`config.mk`:
```
export PLATFORM = sky130hd
export DESIGN_NAME = fe_annul_stall_ctl
export DESIGN_NICKNAME = d
export VERILOG_FILES = /design/src/rtl/fasc_pkg.sv /design/src/rtl/fasc_decode.sv /design/src/rtl/fasc_ir_path.sv /design/src/rtl/fasc_ctl.sv /design/src/rtl/fe_annul_stall_ctl.sv
export SDC_FILE = /design/constraint.sdc
export NUM_CORES = 1
export LEC_CHECK = 0
export BUFFER_PORTS_ARGS = -buffer_cell sky130_fd_sc_hd__buf_4
export CAP_MARGIN = 40
export CORE_MARGIN = 2
export CORE_UTILIZATION = 49
export DETAILED_ROUTE_END_ITERATION = 10
export PLACE_DENSITY = 0.74
export SKIP_LAST_GASP = 1
export SYNTH_ARGS = -nofsm -noshare
export SYNTH_HDL_FRONTEND = slang
export SYNTH_HIERARCHICAL = 1
export SYNTH_SLANG_ARGS = --single-unit
```
`constraint.sdc`:
```
create_clock -name clk -period 2.6 [get_ports clk]
set_clock_uncertainty 0.05 [all_clocks]
set_input_delay 0.65 -clock clk [delete_from_list [all_inputs] [get_ports clk]]
set_output_delay 0.65 -clock clk [all_outputs]
set_load 0.005 [all_outputs]
```
`src/rtl/fasc_pkg.sv`:
```
package fasc_pkg;
  localparam int INSTR_W = 32;
  localparam int OPC_W   = 6;
  localparam int REG_AW  = 5;
  localparam int OPC_LSB = 26;
  localparam int RC_LSB  = 21;
  localparam int RA_LSB  = 16;
  localparam int RB_LSB  = 11;
  localparam logic [REG_AW-1:0] ZERO_REG = REG_AW'((1 << REG_AW) - 1);
  localparam int STAGES  = 3;

  // canonical bubble: add-constant of zero into the zero register
  localparam logic [INSTR_W-1:0] NOP_WORD = 32'hC3FF0000;

  localparam logic [OPC_W-1:0] OPC_STORE = 6'b011001;
  localparam logic [OPC_W-1:0] OPC_BRZ   = 6'b011100;
  localparam logic [OPC_W-1:0] OPC_BRNZ  = 6'b011101;

  typedef enum logic [1:0] {
    PC_NEXT   = 2'd0,
    PC_BRANCH = 2'd1,
    PC_HOLD   = 2'd2
  } pcSel_e;

  typedef struct packed {
    logic              readsRa;
    logic              readsRb;
    logic              writesRc;
    logic              isStore;
    logic              isBranch;
    logic              brOnZero;
    logic [REG_AW-1:0] ra;
    logic [REG_AW-1:0] rb;
    logic [REG_AW-1:0] rc;
  } decInfo_t;

  typedef struct packed {
    logic holdFront;
    logic annulRf;
    logic injectNop;
  } ctlStrobe_t;
endpackage

```
`src/rtl/fasc_decode.sv`:
```
module fasc_decode
  import fasc_pkg::*;
(
  input  logic [INSTR_W-1:0] instr,
  output decInfo_t           info
);
  logic [OPC_W-1:0] opc;

  always_comb begin
    opc  = instr[OPC_LSB +: OPC_W];
    info = '0;
    info.ra = instr[RA_LSB +: REG_AW];
    info.rb = instr[RB_LSB +: REG_AW];
    info.rc = instr[RC_LSB +: REG_AW];
    if (opc[OPC_W-1 -: 2] == 2'b10) begin
      info.readsRa  = 1'b1;
      info.readsRb  = 1'b1;
      info.writesRc = 1'b1;
    end else if (opc[OPC_W-1 -: 2] == 2'b11) begin
      info.readsRa  = 1'b1;
      info.writesRc = 1'b1;
    end else if (opc == OPC_STORE) begin
      info.readsRa = 1'b1;
      info.readsRb = 1'b1;
      info.isStore = 1'b1;
    end else if (opc == OPC_BRZ || opc == OPC_BRNZ) begin
      info.readsRa  = 1'b1;
      info.writesRc = 1'b1;
      info.isBranch = 1'b1;
      info.brOnZero = (opc == OPC_BRZ);
    end
    // the zero register carries no dependence in either direction
    if (info.ra == ZERO_REG) info.readsRa  = 1'b0;
    if (info.rb == ZERO_REG) info.readsRb  = 1'b0;
    if (info.rc == ZERO_REG) info.writesRc = 1'b0;
  end
endmodule

```
`src/rtl/fasc_ir_path.sv`:
```
module fasc_ir_path
  import fasc_pkg::*;
(
  input  logic               clk,
  input  logic               rstN,
  input  logic [INSTR_W-1:0] fetchInstr,
  input  ctlStrobe_t         strobe,
  output logic [INSTR_W-1:0] rfInstr,
  output logic [INSTR_W-1:0] aluInstr,
  output logic [INSTR_W-1:0] wbInstr
);
  always_ff @(posedge clk or negedge rstN) begin
    if (!rstN) begin
      rfInstr  <= NOP_WORD;
      aluInstr <= NOP_WORD;
      wbInstr  <= NOP_WORD;
    end else begin
      if (!strobe.holdFront)
        rfInstr <= strobe.annulRf ? NOP_WORD : fetchInstr;
      aluInstr <= strobe.injectNop ? NOP_WORD : rfInstr;
      wbInstr  <= aluInstr;
    end
  end
endmodule

```
`src/rtl/fasc_ctl.sv`:
```
module fasc_ctl
  import fasc_pkg::*;
#(
  parameter int DATA_W = 32
) (
  input  decInfo_t          decRf,
  input  decInfo_t          decAlu,
  input  decInfo_t          decWb,
  input  logic [DATA_W-1:0] raValue,
  output ctlStrobe_t        strobe,
  output logic [1:0]        pcSel
);
  localparam int NPROD = STAGES - 1;

  decInfo_t producer [NPROD];
  logic     raHit, rbHit, stall, raZero, taken;
  logic     unusedInfo;

  assign producer[0] = decAlu;
  assign producer[1] = decWb;
  assign unusedInfo  = ^{decRf, decAlu, decWb};

  always_comb begin
    raHit = 1'b0;
    rbHit = 1'b0;
    for (int p = 0; p < NPROD; p++) begin
      if (producer[p].writesRc) begin
        if (decRf.readsRa && producer[p].rc == decRf.ra) raHit = 1'b1;
        if (decRf.readsRb && producer[p].rc == decRf.rb) rbHit = 1'b1;
      end
    end
    stall  = raHit | rbHit;
    raZero = (raValue == '0);
    taken  = decRf.isBranch && !stall && (decRf.brOnZero ? raZero : !raZero);

    strobe.holdFront = stall;
    strobe.injectNop = stall;
    strobe.annulRf   = taken;

    if (stall)      pcSel = PC_HOLD;
    else if (taken) pcSel = PC_BRANCH;
    else            pcSel = PC_NEXT;
  end
endmodule

```
`src/rtl/fe_annul_stall_ctl.sv`:
```
module fe_annul_stall_ctl
  import fasc_pkg::*;
#(
  parameter int DATA_W = 32
) (
  input  logic                 clk,
  input  logic                 rstN,
  input  logic [INSTR_W-1:0]   fetchInstr,
  input  logic [DATA_W-1:0]    raValue,
  output logic [1:0]           pcSel,
  output logic                 ifEn,
  output logic                 rfEn,
  output logic                 aluNop,
  output logic                 rfAnnul,
  output logic [REG_AW-1:0]    raAddr,
  output logic [REG_AW-1:0]    rbAddr,
  output logic [INSTR_W-1:0]   aluInstr,
  output logic [INSTR_W-1:0]   wbInstr,
  output logic                 wbRegWe,
  output logic [REG_AW-1:0]    wbRegAddr,
  output logic                 wbMemWe
);
  ctlStrobe_t         strobe;
  logic [INSTR_W-1:0] rfInstr;
  logic [INSTR_W-1:0] stageInstr [STAGES];
  decInfo_t           stageInfo  [STAGES];
  logic               unusedTop;

  fasc_ir_path u_path (
    .clk       (clk),
    .rstN      (rstN),
    .fetchInstr(fetchInstr),
    .strobe    (strobe),
    .rfInstr   (rfInstr),
    .aluInstr  (aluInstr),
    .wbInstr   (wbInstr)
  );

  assign stageInstr[0] = rfInstr;
  assign stageInstr[1] = aluInstr;
  assign stageInstr[2] = wbInstr;

  for (genvar g = 0; g < STAGES; g++) begin : gDec
    fasc_decode u_dec (
      .instr(stageInstr[g]),
      .info (stageInfo[g])
    );
  end

  fasc_ctl #(.DATA_W(DATA_W)) u_ctl (
    .decRf  (stageInfo[0]),
    .decAlu (stageInfo[1]),
    .decWb  (stageInfo[2]),
    .raValue(raValue),
    .strobe (strobe),
    .pcSel  (pcSel)
  );

  assign ifEn      = !strobe.holdFront;
  assign rfEn      = !strobe.holdFront;
  assign aluNop    = strobe.injectNop;
  assign rfAnnul   = strobe.annulRf;
  assign raAddr    = rfInstr[RA_LSB +: REG_AW];
  assign rbAddr    = rfInstr[RB_LSB +: REG_AW];
  assign wbRegWe   = stageInfo[2].writesRc;
  assign wbRegAddr = stageInfo[2].rc;
  assign wbMemWe   = stageInfo[2].isStore;
  assign unusedTop = ^{stageInfo[0], stageInfo[1], stageInfo[2]};
endmodule

```
==> results.cfg <==
[sta]
setup-tns-final_ps = -841
setup_violations = 6
fin_crit_sh_pct = 107
slew_headroom_pct = 61.3
worst_slack_ps = -187
finalMaxSlewViolations = 0
hold_viol = 0
worstMarginPinSlew_ps = 580
rsz0062_at_grt = yes
post-route-min-period_ps = 2790
fmaxAchievable_mhz = 359

[floorplan]
fp.dieW_um = 95.4
placementRows = 33
fp.dieH_um = 95.4
initial_core_util_pct = 50.3
ios = 153
core_area_sq_um = 8130
die-area_sq_um = 9100

[clock_tree]
clock-sinks = 96
numCtsBuffers = 9
clk_path_buf_depth = 2
root_buffer = clkbuf_8
h-tree-depth = 3
tritoncts = built
cts_hold_buf = 0
clock_latency_ps = 350
path_clk_slew_ps = 80

[finish]
num_antenna_cells = 0
nFillCells = 598
mostFrequentLayoutCell = buf_4
final_core_util_pct = 68.2
mostFrequentLayoutCells = buf_4 (172), dfrtp_1 (60), nand2_1 (36), dfstp_2 (36), o21ai_2 (22)
layout-drive-gt1-share_pct = 54.3
area_growth_pct = 35.6
nNetsFinal = 553
regArea_sq_um = 2450
multi_input_area_sq_um = 1340

[logic_synthesis]
ys_warn_count = 6
avgSynthCellArea_sq_um = 12.2
syn_nets = 401
syn_area_sq_um = 4090
synth_cells = 335

[global_route]
busiest_layer = met2
first_global_vias = 2828
grt_max_degree = 83
use_met1_pct = 23.6
overflow = 0
antenna_found_initial = 0
grt_util_met2_pct = 34.3
grtUsageMet3_pct = 3.64
track_usage_pct = 19.6
grt_pass1_wl_um = 13300

[outcome]
status = finished with violations
violations = negative setup slack

[detailed_routing]
vias = 2888
drc = 0
wirelength_um = 9040
dr.pass1.iters = 5
via_per_inst = 4.84
drt_iter0_drc = 164
final_antenna_net_count = 0
routedWlPerCell_um = 15.1

[worst_setup_path]
critical_path.cell_chain = nand3b_4 -> nor4b_4 -> o22a_1 -> nand3_1 -> o22a_2 -> o2111a_1 -> buf_4
cp-start-kind = register
end_kind = primary output
criticalPathCategory = register to primary output
crit_required_ps = 1900
worstPathMaxFanout = 3
cp.arrival_ps = 2090
ff2ff_setup_slack_ps = 150
critPathSlowestCell = dfstp_2
max_stage_delay_ps = 570

[power_and_ir_drop]
power_mw = 4.45
p_leak_nw = 2.56
ir_drop_mv = 0.370
p_per_area_nw_per_um2 = 802

[placed_design]
routabilityCongestion = 0.750
portBuffers = 152
hpwl_um = 6740

[run]
max-cap-violations = 0

[worst_hold_path]
hold_class = input port to asynchronous set/reset pin
==> worst paths after layout <==
| check | startpoint | to | cells past startpoint |
|---|---|---|---|
| setup / recovery | u_path/rfInstr[30] | rfAnnul | 7 |
| hold / removal | rstN | u_path/rfInstr[27] | 1 |
| setup reg to reg | u_path/rfInstr[30] | u_path/rfInstr[18] | 11 |
| hold reg to reg | u_path/aluInstr[19] | u_path/wbInstr[19] | 0 |
| max in group asynchronous | rstN | u_path/wbInstr[25] | 2 |
| min in group clk | u_path/aluInstr[19] | u_path/wbInstr[19] | 0 |
==> what timing repair did <==
item,in CTS,in global routing
resized for setup,6,2
gates cloned,0,0
hold endpoints to repair,0,0
endpoints found under the setup margin,6,6
pin swaps,6,3
buffers inserted,4,1
==> state kept, by name (all words and copies together), names as in the netlist <==
register         count
u_path/aluInstr     32
u_path/rfInstr      32
u_path/wbInstr      32
==> critical path: cells and delay by family, from the launching register on <==
family                 cells  cell delay, ps
buffers and inverters      1             150
flip-flops                 1             570
AND/OR/NAND/NOR            3             410
AO/OA/AOI/OAI              3             630
==> through the flow <==
| stage | instances | setup WS (ps) | hold slack (ps) | area, sq um |
|---|---|---|---|---|
| finish | 597 | -187 | 233 | 5550 |
| global route | 597 | -285 | 263 | 5550 |
| CTS | 596 | -217 | 246 | 5540 |
| detailed placement | 576 | -23.2 | 308 | 5260 |
| global placement | 576 | -6.75 | 306 | 5260 |
| floorplan | 335 | 228 | 304 | 4090 |
==> layout make-up <==
cell class,count,area share [%]
sequential,96,44.1
clock buffer,11,2.55
clock inverter,5,1.56
tap,105,2.37
inverter,4,0.316
multi-input combinational,197,24.1
timing repair buffer,179,25.0
==> per-layer routing <==
layer  part of all wire [%]  vias up
met5                      0        -
met4                    1.7        0
met3                    7.8       11
met2                     52      116
met1                     39     1366
li1                       -     1395
==> where the power goes <==
group / switching, mW / total, mW / internal [mW]
logic: 0.530 / 1.28 / 0.750
clock network: 0.506 / 1.08 / 0.577
registers: 0.198 / 2.09 / 1.89
Power figures use the tool's default switching activity.
